File: src/rtl/lrc_pkg.sv
// Shared definitions for the link reinitialization controller.
// Assumes an 8-bit byte address space for the register port.
package lrc_pkg;
    localparam int REG_ADDR_W = 8;

    localparam logic [REG_ADDR_W-1:0] ADDR_CTRL  = 8'h54;
    localparam logic [REG_ADDR_W-1:0] ADDR_TX_EN = 8'h60;
    localparam logic [REG_ADDR_W-1:0] ADDR_RX_EN = 8'h64;
    localparam logic [REG_ADDR_W-1:0] ADDR_TX_ST = 8'h68;
    localparam logic [REG_ADDR_W-1:0] ADDR_RX_ST = 8'h6C;

    typedef enum logic [1:0] {
        ST_IDLE  = 2'd0,
        ST_CLEAR = 2'd1,
        ST_DONE  = 2'd2
    } seq_state_t;
endpackage

File: src/rtl/lrc_err_latch.sv
// Per-direction error latch: sticky status bits with write-one-to-clear
// and an enable mask register. 'hit' is high when any enabled bit is latched.
// Assumes events are single-cycle or level pulses sampled on clk.
module lrc_err_latch #(
    parameter int W = 4
) (
    input  logic         clk,
    input  logic         rst_n,
    input  logic [W-1:0] evt,
    input  logic         st_wr,
    input  logic [W-1:0] st_w1c,
    input  logic         en_wr,
    input  logic [W-1:0] en_data,
    output logic [W-1:0] stat,
    output logic [W-1:0] en,
    output logic         hit
);
    // Enable mask register, written whole by software.
    always_ff @(posedge clk) begin
        if (!rst_n)     en <= '0;
        else if (en_wr) en <= en_data;
    end

    // One sticky bit per error type; an event beats a clear in the same cycle.
    for (genvar i = 0; i < W; i++) begin : g_bit
        always_ff @(posedge clk) begin
            if (!rst_n)                   stat[i] <= 1'b0;
            else if (evt[i])              stat[i] <= 1'b1;
            else if (st_wr && st_w1c[i])  stat[i] <= 1'b0;
        end
    end

    assign hit = |(stat & en);


    sticky_set_chk: assert property (@(posedge clk) disable iff (!rst_n)
        $past(rst_n) |-> ((stat & $past(evt)) == $past(evt)));


    sticky_src_chk: assert property (@(posedge clk) disable iff (!rst_n)
        $past(rst_n) |-> ((stat & ~$past(stat) & ~$past(evt)) == '0));
endmodule

File: src/rtl/lrc_seq.sv
// Reinitialization sequencer: idle -> clear window of CLEAR_CYCLES cycles ->
// one tail cycle with busy still set -> idle. Starts on a software request
// or on a rising automatic condition; both are ignored while a run is active.
module lrc_seq #(
    parameter int CLEAR_CYCLES = 16
) (
    input  logic clk,
    input  logic rst_n,
    input  logic man_req,
    input  logic auto_cond,
    output logic busy,
    output logic clr,
    output logic reinit_bit
);
    import lrc_pkg::*;

    localparam int CW = $clog2(CLEAR_CYCLES + 1);
    localparam logic [CW-1:0] LAST = CW'(CLEAR_CYCLES - 1);

    seq_state_t    state;
    logic [CW-1:0] cnt;
    logic          auto_q;
    logic          auto_rise;

    assign auto_rise = auto_cond & ~auto_q;

    // Edge memory for the automatic condition.
    always_ff @(posedge clk) begin
        if (!rst_n) auto_q <= 1'b0;
        else        auto_q <= auto_cond;
    end

    // Run state, clear-window counter and the self-clearing request bit.
    always_ff @(posedge clk) begin
        if (!rst_n) begin
            state      <= ST_IDLE;
            cnt        <= '0;
            reinit_bit <= 1'b0;
        end else begin
            case (state)
                ST_IDLE: begin
                    if (man_req || auto_rise) begin
                        state <= ST_CLEAR;
                        cnt   <= '0;
                    end
                    if (man_req) reinit_bit <= 1'b1;
                end
                ST_CLEAR: begin
                    if (cnt == LAST) state <= ST_DONE;
                    else             cnt   <= cnt + CW'(1);
                end
                ST_DONE: begin
                    state      <= ST_IDLE;
                    reinit_bit <= 1'b0;
                end
                default: state <= ST_IDLE;
            endcase
        end
    end

    assign busy = (state != ST_IDLE);
    assign clr  = (state == ST_CLEAR);


    clr_in_busy_chk: assert property (@(posedge clk) disable iff (!rst_n)
        clr |-> busy);


    busy_tail_chk: assert property (@(posedge clk) disable iff (!rst_n)
        $fell(clr) |=> !busy);


    cnt_range_chk: assert property (@(posedge clk) disable iff (!rst_n)
        cnt <= LAST);


    no_restart_chk: assert property (@(posedge clk) disable iff (!rst_n)
        ($past(rst_n) && clr && $past(clr)) |-> (cnt == $past(cnt) + CW'(1)));


    bit_retired_chk: assert property (@(posedge clk) disable iff (!rst_n)
        $fell(busy) |-> !reinit_bit);


    auto_no_bit_chk: assert property (@(posedge clk) disable iff (!rst_n)
        ($past(rst_n) && $rose(busy) && !$past(man_req)) |-> !reinit_bit);
endmodule

File: src/rtl/link_reinit_ctrl.sv
// Link reinitialization controller top: register decode, two error latches
// and the sequencer. layer_clr is meant for transport/link-layer logic only;
// the registers here are never cleared by a run.
module link_reinit_ctrl #(
    parameter int DATA_W       = 32,
    parameter int NUM_TX_ERR   = 4,
    parameter int NUM_RX_ERR   = 4,
    parameter int CLEAR_CYCLES = 16
) (
    input  logic                  clk,
    input  logic                  rst_n,
    input  logic                  reg_wr,
    input  logic [7:0]            reg_addr,
    input  logic [DATA_W-1:0]     reg_wdata,
    output logic [DATA_W-1:0]     reg_rdata,
    input  logic [NUM_TX_ERR-1:0] tx_err_evt,
    input  logic [NUM_RX_ERR-1:0] rx_err_evt,
    output logic                  layer_clr,
    output logic                  reinit_busy
);
    import lrc_pkg::*;

    logic [NUM_TX_ERR-1:0] tx_stat, tx_en;
    logic [NUM_RX_ERR-1:0] rx_stat, rx_en;
    logic                  tx_hit, rx_hit;
    logic                  man_req;
    logic                  req_bit;

    // Software request: write to the control register with bit 0 set.
    assign man_req = reg_wr && (reg_addr == ADDR_CTRL) && reg_wdata[0];

    lrc_err_latch #(.W(NUM_TX_ERR)) u_tx (
        .clk     (clk),
        .rst_n   (rst_n),
        .evt     (tx_err_evt),
        .st_wr   (reg_wr && (reg_addr == ADDR_TX_ST)),
        .st_w1c  (reg_wdata[NUM_TX_ERR-1:0]),
        .en_wr   (reg_wr && (reg_addr == ADDR_TX_EN)),
        .en_data (reg_wdata[NUM_TX_ERR-1:0]),
        .stat    (tx_stat),
        .en      (tx_en),
        .hit     (tx_hit)
    );

    lrc_err_latch #(.W(NUM_RX_ERR)) u_rx (
        .clk     (clk),
        .rst_n   (rst_n),
        .evt     (rx_err_evt),
        .st_wr   (reg_wr && (reg_addr == ADDR_RX_ST)),
        .st_w1c  (reg_wdata[NUM_RX_ERR-1:0]),
        .en_wr   (reg_wr && (reg_addr == ADDR_RX_EN)),
        .en_data (reg_wdata[NUM_RX_ERR-1:0]),
        .stat    (rx_stat),
        .en      (rx_en),
        .hit     (rx_hit)
    );

    lrc_seq #(.CLEAR_CYCLES(CLEAR_CYCLES)) u_seq (
        .clk        (clk),
        .rst_n      (rst_n),
        .man_req    (man_req),
        .auto_cond  (tx_hit | rx_hit),
        .busy       (reinit_busy),
        .clr        (layer_clr),
        .reinit_bit (req_bit)
    );

    // Combinational read mux; unmapped addresses read zero.
    always_comb begin
        reg_rdata = '0;
        case (reg_addr)
            ADDR_CTRL:  begin
                reg_rdata[0] = req_bit;
                reg_rdata[1] = reinit_busy;
            end
            ADDR_TX_EN: reg_rdata[NUM_TX_ERR-1:0] = tx_en;
            ADDR_RX_EN: reg_rdata[NUM_RX_ERR-1:0] = rx_en;
            ADDR_TX_ST: reg_rdata[NUM_TX_ERR-1:0] = tx_stat;
            ADDR_RX_ST: reg_rdata[NUM_RX_ERR-1:0] = rx_stat;
            default:    reg_rdata = '0;
        endcase
    end


    masked_quiet_chk: assert property (@(posedge clk) disable iff (!rst_n)
        ($past(rst_n) && !$past(reinit_busy) && !$past(man_req)
         && !$past(tx_hit | rx_hit)) |-> !layer_clr);


    mask_kept_chk: assert property (@(posedge clk) disable iff (!rst_n)
        ($past(rst_n) && layer_clr && !$past(reg_wr)) |-> ($stable(tx_en) && $stable(rx_en)));
endmodule

File: config.mk
export PLATFORM = sky130hd
export DESIGN_NAME = link_reinit_ctrl
export DESIGN_NICKNAME = d
export VERILOG_FILES = /design/src/rtl/lrc_pkg.sv /design/src/rtl/lrc_err_latch.sv /design/src/rtl/lrc_seq.sv /design/src/rtl/link_reinit_ctrl.sv
export SDC_FILE = /design/constraint.sdc
export NUM_CORES = 1
export LEC_CHECK = 0
export ABC_AREA = 1
export BUFFER_PORTS_ARGS = -buffer_cell sky130_fd_sc_hd__buf_2
export CORE_UTILIZATION = 35
export CTS_CLUSTER_SIZE = 16
export DETAILED_ROUTE_END_ITERATION = 10
export PLACE_DENSITY = 0.62
export SLEW_MARGIN = 20
export SYNTH_ARGS = -nofsm -noshare
export SYNTH_HDL_FRONTEND = slang
export SYNTH_SLANG_ARGS = --single-unit
File: constraint.sdc
create_clock -name clk -period 1.67 [get_ports clk]
set_clock_uncertainty 0.05 [all_clocks]
set_input_delay 0.167 -clock clk [delete_from_list [all_inputs] [get_ports clk]]
set_output_delay 0.167 -clock clk [all_outputs]
set_load 0.03 [all_outputs]
**Yosys cells after proc, flatten, opt, wreduce, memory -nomap -nowiden**

Cells that the tools add are included.

- Multiplexer cells: 26
- Reductions and logical operators: 32
- $add $sub $neg: 1
- Equality and inequality tests: 12
- Bitwise logic cells: 5

Operators with widths:

| cell | number |
|---|---|
| $eq A8 B7 Y1 const B | 5 |
| $reduce_bool A2 Y1 | 11 |
| $mux W1 | 17 |
| $logic_and A1 B1 Y1 | 14 |
| $mux W5 | 2 |
| $pmux W2 S5 | 1 |
| $pmux W5 S2 | 1 |
| $and A4 B4 Y4 | 2 |
| $pmux W2 S4 | 1 |
| $reduce_or A4 Y1 | 2 |
| $ne A2 B1 Y1 const B | 3 |
| $add A5 B1 Y5 const B | 1 |
| $eq A5 B4 Y1 const B | 1 |
| $mux W2 | 2 |
| $pmux W2 S2 | 1 |
| $reduce_and A2 Y1 | 2 |
| $reduce_and A3 Y1 | 1 |
| $eq A2 B1 Y1 const B | 1 |
| $eq A2 B2 Y1 const B | 1 |
| $logic_not A2 Y1 | 1 |
| $ne A2 B2 Y1 const B | 1 |
| $pmux W1 S2 | 1 |
| $and A1 B1 Y1 | 1 |
| $logic_or A1 B1 Y1 | 1 |
| 2 further kinds | 2 |

- Bits in registers: 25
- Input port bits: 51

**Longest topological paths before layout**

Gate-level depths: netlist of the first run.

- Depth after elaboration: 7
- Gate-level depth with buffers: 10
- Gate-level depth less buffers: 10

**By module**

Synthesis of the first run repeated with hierarchy kept, for this count alone.

- Cell total of the unflattened synthesis: 245
- Area total of the unflattened synthesis: 1614.0 µm²

Modules (own cells, without submodules):

| module | instances | cells each | area an instance (µm²) |
|---|---|---|---|
| lrc_err_latch | 2 | 43 | 304.0 |
| link_reinit_ctrl | 1 | 99 | 545.5 |
| lrc_seq | 1 | 60 | 460.4 |

**Worst setup path before layout of the first run**

No wires, ideal clock.

- Path kind: register to register
- Start: reg u_seq.cnt[0]
- End: reg u_seq.cnt[4]
- Stages on the path, launching flop included: 7
- Path buffers: 0
- Path slack: 0.139 ns
- Arrival time: 1.412 ns
- Setup time: 0.070 ns
- Cells stage by stage: dfxtp_1 > ha_1 > nand2_1 > nor2_1 > ha_1 > or4_1 > a21oi_1

- Word-level cells in the longest chain between the ends: 3
- Elaborated cells on any way between the ends: 6
- Classes of those cells: 1 x add/sub; 2 x eq/ne; 2 x mux; 1 x reduce/logical

RTL lines:

| item | RTL line | text |
|---|---|---|
| start, declared | lrc_seq.sv:21 | `logic [CW-1:0] cnt;` |
| start signal, assigned | lrc_seq.sv:50 | `else cnt <= cnt + CW'(1);` |
| $add A5 B1 Y5 / $eq A5 B4 Y1 (equally long branches) | lrc_seq.sv:50, lrc_seq.sv:49 |  |
| $mux W5 / $ne A2 B2 Y1 (equally long branches) | - |  |
| $pmux W5 S2 / $reduce_and A3 Y1 (equally long branches) | - |  |

Parallel ways exist; a longest one is shown, timed or not. The select of a mux whose other input is x is not followed.
A chain may end at the register's enable or synchronous reset.

**Worst setup path in the final report of the first run**

Same ends and word-level chain as after synthesis.

==> results of run 1 <==
-- registers in the layout (all words and copies together), names as in the netlist --
register,flops
u_seq.cnt,5
u_seq.state,2
u_seq.auto_q,1
u_rx.en,4
u_seq.reinit_bit,1
u_tx.stat,4
u_tx.en,4
u_rx.stat,4
-- repair_timing --
action                     CTS  global route
setup endpoints to repair    0             3
resized for setup            0             8
setup buffers                0             0
-- worst paths after layout --
path | startpoint | end | slack (ns)
min | tx_err_evt[1] | u_tx.stat[1]$_SDFFE_PN0P_ | 0.05
max | u_seq.cnt[0]$_SDFFE_PN0P_ | u_seq.cnt[4]$_SDFFE_PN0P_ | 0.06
max reg2reg | u_seq.cnt[0]$_SDFFE_PN0P_ | u_seq.cnt[4]$_SDFFE_PN0P_ | 0.06
min reg2reg | u_seq.cnt[4]$_SDFFE_PN0P_ | u_seq.cnt[4]$_SDFFE_PN0P_ | 0.46
-- layout make-up --
class	count	area (um^2)
Fill cell	477	2589
Multi-Input combinational cell	170	878.3
Sequential cell	25	503.0
Timing Repair Buffer	33	180.2
Inverter	25	93.84
Tap cell	52	65.06
Clock buffer	4	45.04
-- stage by stage --
stage          hold slack, ns  power (uW)  area (um^2)
6_report              0.04620        1174         1765
5_1_grt               0.05826        1233         1765
4_1_cts               0.04863        1183         1744
3_5_place_dp           0.3319       826.0         1699
3_3_place_gp           0.3217       823.8         1699
2_1_floorplan          0.2344       828.8         1678
-- cells in the mapped netlist, types with 3 or more instances --
library cell	number	share of area, %
nand2_1	48	11
nand2_2	5	2.0
inv_1	20	4.8
a21oi_1	22	7.0
nor2_1	24	5.7
nand4_1	3	1.2
buf_4	28	13
nand3_1	9	2.9
dfxtp_1	25	32
inv_2	5	1.2
nor2_4	3	2.1
o21ai_1	8	2.5
-- cells by family after synthesis --
logic type	Yosys count	share of synthesized area, %
DFF	25	31.75
adders and majority gates	2	1.587
AOI/OAI and AO/OA	35	11.51
buffers and inverters	55	20.00
other	1	0.2379
xor gates and xnor gates	1	0.5557
and+or+nand+nor	104	34.37
-- report_power, final --
part           total (uW)  internal, uW  switching [uW]
registers             626           612            13.5
clock network         361           171             190
logic                 187          42.0             145
-- layer usage --
layer  part of all wire [%]  vias up  global-route usage, %
met5                      0        -                      0
met1                     49      602                  20.36
met4                    1.5        0                  5.442
li1                       -      722                      -
met2                     44       56                  22.01
met3                    5.3        5                  2.047
-- worst max-delay path: stages, from the launching register on --
cell	delay, ns
dfxtp_2	0.33
ha_1	0.20
nand2_1	0.10
nor2_2	0.04
ha_1	0.19
or4_4	0.51
a21oi_2	0.12
==> impl_metrics.csv, run 1 <==
group,metric,value,unit
clock_network,cts_tree,"built",
finish,final_cell_mix,"48 x nand2_1, 28 x conb_1, 27 x buf_2",
routing,viasPerCell,4.482,
routing,drt_iter0_markers,45,
finish,final_nets,311,
timing,setup_viol,0,
finish,utilization,40.55,%
die,dieWidth,69.12,um
placed_design,portBuffers,28,
power,vdd_ir_drop_max,0.0003523,V
clock_network,clk_pin_slew_worst_paths,0.09,ns
routing,vias,1385,
routing,finalWirelength,3243,um
routing,remaining_drc_errors,0,
finish,drive_gt1_share,25.29,%
global_routing,gr-usage-all-layers,14.38,%
logic_synthesis,yosys_warnings,0,
setup_path,reg2regPathDepth,6,
global_routing,grt_pass1_wl,5582,um
timing,drv_slew,0,
outcome,outcome,"finished clean",
logic_synthesis,ys_async_sr_fraction,0,%
finish,num_antenna_cells,0,
routing,firstDrtPassIters,4,
worst_hold_path,min_path_cells,3,
placed_design,dp_cells,305,
logic_synthesis,netlist_area,0.001577,mm^2
logic_synthesis,synth-edff-count,0,
logic_synthesis,synthCells,223,
clock_network,clock_sinks,25,
logic_synthesis,yosysSeqAreaShare,31.75,%
timing,min_period,1.611,ns
worst_hold_path,hold_class,"input port to flip-flop",
finish,final_common_cell,"nand2_1",
die,dieArea,0.004777,mm^2
logic_synthesis,synth.distinct_cells,30,
timing,tns,0,ns
global_routing,grt_pass1_vias,1208,
clock_network,clk_latency,0.27,ns
clock_network,htreeDepth,1,
clock_network,clock_path_buffers,2,
clock_network,cts-root-buf,"clkbuf_8",
placed_design,globalplace.congestion,0.8301,
die,die_h,69.12,um
global_routing,antenna_found_initial,0,
setup_path,start_kind,"flip-flop",
setup_path,required,1.82,ns
timing,fmax,620.7,MHz
finish,synthToLayoutAreaGrowth,11.98,%
global_routing,overflow,0,
die,rows,24,
logic_synthesis,synth_seq_cells,25,
timing,period_share,96.47,%
power,p_leak,0.0009144,uW
clock_network,hold_buffers,0,
clock_network,numCtsBuffers,3,
global_routing,grt_max_degree,15,
logic_synthesis,synthFlopType,"dfxtp_1",
die,start_util,36.21,%
power,power_density,664.9,mW/mm^2
placed_design,dp_hpwl,2541,um
routing,ant_nets,0,
finish,final_cells,309,
placed_design,dp_slack,0.06346,ns
die,ios,85,
timing,final-hold-violation-count,0,
job,maxCapViolations,0,
setup_path,crit_type,"flip-flop to flip-flop",
setup_path,critPathCaptureType,"flip-flop",
timing,layout_setup_ws,0.05896,ns
routing,post_drt_wl_per_cell,10.50,um
setup_path,crit_fanout,2,
die,core_area,0.004354,mm^2
setup_path,critPathArrivalTime,1.77,ns
logic_synthesis,syn_avg_cell_area,7.070,um^2
No activity file was read; power rests on OpenSTA's default activity.
==> run 2, diff against run 1 <==
--- a/config.mk
+++ b/config.mk
@@ -5,7 +5,6 @@
 export SDC_FILE = /design/constraint.sdc
 export NUM_CORES = 1
 export LEC_CHECK = 0
-export ABC_AREA = 1
 export BUFFER_PORTS_ARGS = -buffer_cell sky130_fd_sc_hd__buf_2
 export CORE_UTILIZATION = 35
 export CTS_CLUSTER_SIZE = 16
==> constraint.sdc (replaced) <==
create_clock -name clk -period 1.89 [get_ports clk]
set_clock_uncertainty 0.05 [all_clocks]
set_input_delay 0.189 -clock clk [delete_from_list [all_inputs] [get_ports clk]]
set_output_delay 0.189 -clock clk [all_outputs]
set_load 0.03 [all_outputs]
==> impl_metrics.csv, run 2 <==
group,metric,value,unit
clock_network,cts_tree,"built",
placed_design,globalplace.congestion,0.7671,
finish,drive_gt1_share,24.14,%
logic_synthesis,ys_async_sr_fraction,0,%
timing,final-hold-violation-count,0,
finish,final_nets,257,
global_routing,grt_pass1_vias,1010,
timing,fmax,569.5,MHz
placed_design,dp_hpwl,2255,um
setup_path,reg2reg_to,"u_seq.state[0]$_SDFFE_PN0P_",
global_routing,antenna_found_initial,0,
finish,num_antenna_cells,0,
routing,post_drt_wl_per_cell,11.70,um
power,netSwitchingPower,308.8,uW
clock_network,clk_pin_slew_worst_paths,0.09,ns
timing,setup_viol,0,
logic_synthesis,netlist_area,0.001543,mm^2
finish,synthToLayoutAreaGrowth,10.62,%
logic_synthesis,synth_seq_cells,25,
power,power_density,611.4,mW/mm^2
setup_path,path_common_cell,"ha_1",
clock_network,htreeDepth,1,
logic_synthesis,synth-edff-count,0,
logic_synthesis,yosysSeqAreaShare,32.44,%
routing,ant_nets,0,
setup_path,crit_fanout,4,
setup_path,required,2.01,ns
job,maxCapViolations,0,
routing,remaining_drc_errors,0,
finish,utilization,41.47,%
die,rows,23,
clock_network,numCtsBuffers,3,
routing,drt_iter0_markers,50,
setup_path,critPathMaxStageDelay,0.38,ns
logic_synthesis,synth-simple-area-share,21.57,%
logic_synthesis,synth.most_common_cell,"buf_4",
worst_hold_path,hold_class,"input port to flip-flop",
setup_path,path_depth,8,
timing,drv_slew,0,
setup_path,cp_slowest_cell,"dfxtp_1",
setup_path,crit_path_end,"u_seq.state[0]$_SDFFE_PN0P_",
outcome,outcome,"finished clean",
routing,viasPerCell,4.850,
setup_path,critical-path-top-delay-family,"flip-flops",
power,p_leak,0.0007789,uW
power,p_clk_share,30.8,%
routing,firstDrtPassIters,4,
setup_path,critPathArrivalTime,1.88,ns
routing,vias,1227,
logic_synthesis,yosysTopAreaCell,"dfxtp_1",
logic_synthesis,synthCells,174,
logic_synthesis,synth_compound_area_share,15.90,%
logic_synthesis,syn_avg_cell_area,8.866,um^2
die,ios,85,
logic_synthesis,synthFlopType,"dfxtp_1",
clock_network,clock_sinks,25,
power,p_seq_share,52.8,%
setup_path,critPathCaptureType,"flip-flop",
die,core_area,0.004115,mm^2
logic_synthesis,synth.area.top_cells,"dfxtp_1 32%, buf_4 14%, mux4_2 5.8%, mux2i_1 5.2%, nand3_1 3.9%",
die,start_util,37.49,%
clock_network,hold_buffers,0,
setup_path,r2r_slack,0.13,ns
routing,finalWirelength,2959,um
power,vdd_ir_drop_max,0.0003619,V
die,die_h,68.39,um
setup_path,reg2reg_from,"u_seq.cnt[1]$_SDFFE_PN0P_",
finish,final_cell_mix,"28 x conb_1, 28 x buf_2, 25 x dfxtp_1",
setup_path,startpoint,"u_seq.cnt[1]$_SDFFE_PN0P_",
clock_network,cts-root-buf,"clkbuf_8",
finish,largest_register,"u_seq.cnt",
die,dieWidth,68.39,um
setup_path,crit_type,"flip-flop to flip-flop",
setup_path,cp_cell_sequence,"ha_1 > and3_1 > ha_1 > nor2b_2 > a31oi_1 > o22ai_1 > buf_4 > and2_1",
global_routing,grt_pass1_wl,4705,um
clock_network,postCtsSetupBuffers,0,
clock_network,clock_path_buffers,2,
logic_synthesis,synthMuxAreaShare,11.03,%
global_routing,grt_max_degree,31,
timing,rsz0062_at_grt,"no",
clock_network,clk_latency,0.27,ns
setup_path,start_kind,"flip-flop",
logic_synthesis,synth_top_family_by_area,"simple AND/OR/NAND/NOR gates",
timing,min_period,1.756,ns
timing,period_share,92.91,%
timing,hold_slack,0.07328,ns
global_routing,overflow,0,
logic_synthesis,synth_fa_ha_area_share,1.622,%
logic_synthesis,yosys_warnings,0,
logic_synthesis,yosys.area.top_type_share,32.44,%
power,power_frac_comb,16.4,%
global_routing,gr-usage-all-layers,13.50,%
die,dieArea,0.004677,mm^2
logic_synthesis,synth.distinct_cells,35,
logic_synthesis,synth_commonest_cells,"28 x buf_4, 25 x dfxtp_1, 13 x nand2_1",
timing,tns,0,ns
power,p_int,734.7,uW
setup_path,reg2regPathDepth,8,
power,power_switching_share,29.59,%
placed_design,portBuffers,28,
setup_path,path_buf_inv,1,
finish,largest_reg_flops,5,
logic_synthesis,synth_xor_area_share,0,%
run 2: cell count changes after synthesis, sizes merged, moves of 9 or more:
cell,delta
nand2,-41
nor2,-27
inv,-18
a21oi,-17
nor2b,+9
run 2: cell families after synthesis:
family,count (synthesis)
multiplexers,12
flip-flops,25
AO/OA/AOI/OAI,36
other,1
AND/OR/NAND/NOR,56
buffers and inverters,42
adder cells (fa/ha/maj),2
run 2: per-layer routing:
metal  up-vias  wire length, um  global-route usage, %
li1        621                -                      -
met5         -                0                      0
met3         4              247                  2.167
met1       541             1494                  20.80
met2        61             1190                  18.75
met4         0               27                  3.906
run 2: through the flow:
step | setup WS, ns | instances | power (uW) | instance area (um^2)
3_5_place_dp | 0.1336 | 249 | 734.1 | 1645
4_1_cts | 0.1093 | 253 | 1054 | 1692
5_1_grt | 0.007329 | 253 | 1094 | 1707
2_1_floorplan | 0.2309 | 201 | 734.8 | 1644
3_3_place_gp | 0.1675 | 249 | 733.1 | 1645
6_report | 0.1339 | 253 | 1043 | 1707
run 2: worst min-delay path by stage:
| stage | start | to | depth (start not counted) |
|---|---|---|---|
| 6_report | rx_err_evt[3] | u_rx.stat[3]$_SDFFE_PN0P_ | 2 |
| 3_3_place_gp | rx_err_evt[2] | u_rx.stat[2]$_SDFFE_PN0P_ | 2 |
| 5_1_grt | rx_err_evt[3] | u_rx.stat[3]$_SDFFE_PN0P_ | 2 |
| 3_5_place_dp | rx_err_evt[3] | u_rx.stat[3]$_SDFFE_PN0P_ | 2 |
| 4_1_cts | rx_err_evt[3] | u_rx.stat[3]$_SDFFE_PN0P_ | 2 |
| 2_1_floorplan | reg_wdata[0] | u_tx.stat[0]$_SDFFE_PN0P_ | 1 |
run 2: power by group through the flow:
stage / combinational, uW / sequential, uW / clock (uW)
2_1_floorplan: 177 / 558 / 0
3_3_place_gp: 171 / 562 / 0
3_5_place_dp: 172 / 562 / 0
4_1_cts: 172 / 550 / 332
5_1_grt: 191 / 553 / 350
6_report: 171 / 551 / 321
run 2: repair_timing:
action | CTS | global route
endpoints found under the hold margin | 0 | 0
gates resized for setup | 0 | 3
setup endpoints to repair | 0 | 3
run 2: cell type report:
cell class                 count  area (um^2)
timing repair buffer          33        177.7
sequential                    25        500.5
tap                           50        62.56
clock inverter                 1        5.005
inverter                       7        26.28
multi-input combinational    134        893.4
fill                         429         2409
clock buffer                   3        41.29
==> run 3, diff against run 2 <==
--- a/config.mk
+++ b/config.mk
@@ -5,12 +5,12 @@
 export SDC_FILE = /design/constraint.sdc
 export NUM_CORES = 1
 export LEC_CHECK = 0
+export ABC_AREA = 1
 export BUFFER_PORTS_ARGS = -buffer_cell sky130_fd_sc_hd__buf_2
 export CORE_UTILIZATION = 35
 export CTS_CLUSTER_SIZE = 16
 export DETAILED_ROUTE_END_ITERATION = 10
 export PLACE_DENSITY = 0.62
-export SLEW_MARGIN = 20
 export SYNTH_ARGS = -nofsm -noshare
 export SYNTH_HDL_FRONTEND = slang
 export SYNTH_SLANG_ARGS = --single-unit
==> impl_metrics.csv, run 3 (same netlist as run 1, synthesis figures left out) <==
group,metric,value,unit
die,core_area,0.004354,mm^2
clock_network,postCtsSetupBuffers,0,
setup_path,r2r_slack,0.27,ns
timing,fmax,616.2,MHz
timing,setup_viol,0,
setup_path,critPathMaxStageDelay,0.50,ns
clock_network,hold_buffers,0,
placed_design,dp_hpwl,2513,um
global_routing,overflow,0,
clock_network,htreeDepth,1,
die,start_util,36.21,%
power,p_leak,0.0008986,uW
routing,viasPerCell,4.408,
routing,ant_nets,0,
setup_path,critPathCaptureType,"flip-flop",
placed_design,globalplace.congestion,0.8234,
die,ios,85,
timing,final-hold-violation-count,0,
global_routing,grt_pass1_wl,5471,um
timing,hold_slack,0.07503,ns
setup_path,crit_type,"flip-flop to flip-flop",
placed_design,portBuffers,28,
clock_network,clock_path_buffers,2,
finish,fin_area,0.001722,mm^2
finish,final_cell_mix,"48 x nand2_1, 28 x conb_1, 28 x buf_2",
power,vdd_ir_drop_max,0.0003362,V
clock_network,cts-root-buf,"clkbuf_8",
setup_path,reg2reg_to,"u_seq.cnt[4]$_SDFFE_PN0P_",
worst_hold_path,min_path_cells,3,
finish,largest_reg_flops,5,
finish,final_common_cell,"nand2_1",
finish,final_cells,306,
timing,drv_slew,0,
clock_network,post_cts_resized,0,
global_routing,gr-usage-all-layers,13.99,%
timing,min_period,1.623,ns
finish,largest_register,"u_seq.cnt",
worst_hold_path,hold_start,"rx_err_evt[2]",
worst_hold_path,hold_end,"u_rx.stat[2]$_SDFFE_PN0P_",
timing,tns,0,ns
timing,rsz0062_at_grt,"no",
setup_path,cp_slowest_cell,"or4_1",
outcome,outcome,"finished clean",
clock_network,numCtsBuffers,3,
die,die_h,69.12,um
finish,drive_gt1_share,21.65,%
die,dieWidth,69.12,um
routing,vias,1349,
setup_path,path_common_cell,"ha_1",
die,rows,24,
finish,num_antenna_cells,0,
die,dieArea,0.004777,mm^2
finish,final_nets,308,
setup_path,reg2regPathDepth,6,
clock_network,cts_tree,"built",
power,power_density,596.9,mW/mm^2
setup_path,critPathArrivalTime,1.77,ns
worst_hold_path,hold_class,"input port to flip-flop",
placed_design,dpl-instance-area,0.001677,mm^2
setup_path,critical-path-top-delay-family,"simple AND/OR/NAND/NOR gates",
finish,synthToLayoutAreaGrowth,9.206,%
global_routing,antenna_found_initial,0,
setup_path,cp_cell_sequence,"ha_1 > nand2_1 > nor2_1 > ha_1 > or4_1 > a21oi_1",
setup_path,crit_fanout,4,
clock_network,clk_pin_slew_worst_paths,0.08,ns
clock_network,clk_latency,0.26,ns
clock_network,clock_sinks,25,
setup_path,reg2reg_from,"u_seq.cnt[0]$_SDFFE_PN0P_",
routing,finalWirelength,3169,um
routing,post_drt_wl_per_cell,10.36,um
routing,firstDrtPassIters,4,
job,maxCapViolations,0,
routing,drt_iter0_markers,40,
setup_path,required,2.04,ns
timing,period_share,85.86,%
global_routing,grt_pass1_vias,1208,
global_routing,grt_max_degree,15,
placed_design,dp_cells,302,
setup_path,path_buf_inv,0,
setup_path,start_kind,"flip-flop",
routing,remaining_drc_errors,0,
-- run 3: changes by cell type in the layout (fill, tap and decap cells not counted), sizes merged, moves of 6 or more --
cell   before  now
a21oi       5   22
and3        6    0
inv         7   25
mux2i       8    0
nand2      13   54
nor2        3   30
nor2b       9    0
o21a        8    0
-- run 3: where the power goes --
| group | leakage (uW) | switching [uW] | internal [uW] |
|---|---|---|---|
| registers | 0.000204 | 12.6 | 541 |
| logic | 0.000672 | 126 | 35.8 |
| clock network | 0.0000228 | 162 | 151 |
| total | 0.000899 | 301 | 727 |
-- run 3: worst min-delay path: cells and delay by family --
| family | cells | cell delay (ns) |
|---|---|---|
| AOI/OAI and AO/OA | 1 | 0.03 |
| and+or+nand+nor | 1 | 0.06 |
| buffers and inverters | 1 | 0.07 |
-- run 3: metal layers --
layer	routed length, um	global-route usage, %	up-vias	part of all wire [%]
li1	-	-	717	-
met1	1585	18.65	579	50
met2	1371	22.65	49	43
met3	170	2.485	4	5.4
met4	41	4.762	0	1.3
met5	0	0	-	0
-- run 3: through the flow --
step | total power (uW) | setup slack [ns] | util (%)
after floorplan | 732.3 | 0.3586 | -
after global placement | 726.8 | 0.2776 | 38.51
after detailed placement | 728.3 | 0.2806 | 38.51
after CTS | 1032 | 0.2580 | 39.54
after global routing | 1075 | 0.1556 | 39.54
final | 1028 | 0.2672 | 39.54
-- run 3: cell type report --
cell class                 instances  area (um^2)
fill                             500         2633
multi-input combinational        170        862.1
sequential                        25        500.5
timing repair buffer              30        155.1
inverter                          25        93.84
tap                               52        65.06
clock buffer                       4        45.04
-- run 3: worst max-delay path by stage --
stage / startpoint / to / slack (ns) / depth (start not counted)
final: u_seq.cnt[0]$_SDFFE_PN0P_ / u_seq.cnt[4]$_SDFFE_PN0P_ / 0.27 / 6
after detailed placement: u_seq.cnt[0]$_SDFFE_PN0P_ / u_seq.cnt[4]$_SDFFE_PN0P_ / 0.28 / 6
after global placement: reg_addr[1] / reg_rdata[0] / 0.28 / 8
after floorplan: u_seq.cnt[0]$_SDFFE_PN0P_ / u_seq.cnt[4]$_SDFFE_PN0P_ / 0.36 / 6
after global routing: u_seq.cnt[0]$_SDFFE_PN0P_ / u_seq.cnt[4]$_SDFFE_PN0P_ / 0.16 / 6
after CTS: u_seq.cnt[0]$_SDFFE_PN0P_ / u_seq.cnt[4]$_SDFFE_PN0P_ / 0.26 / 6
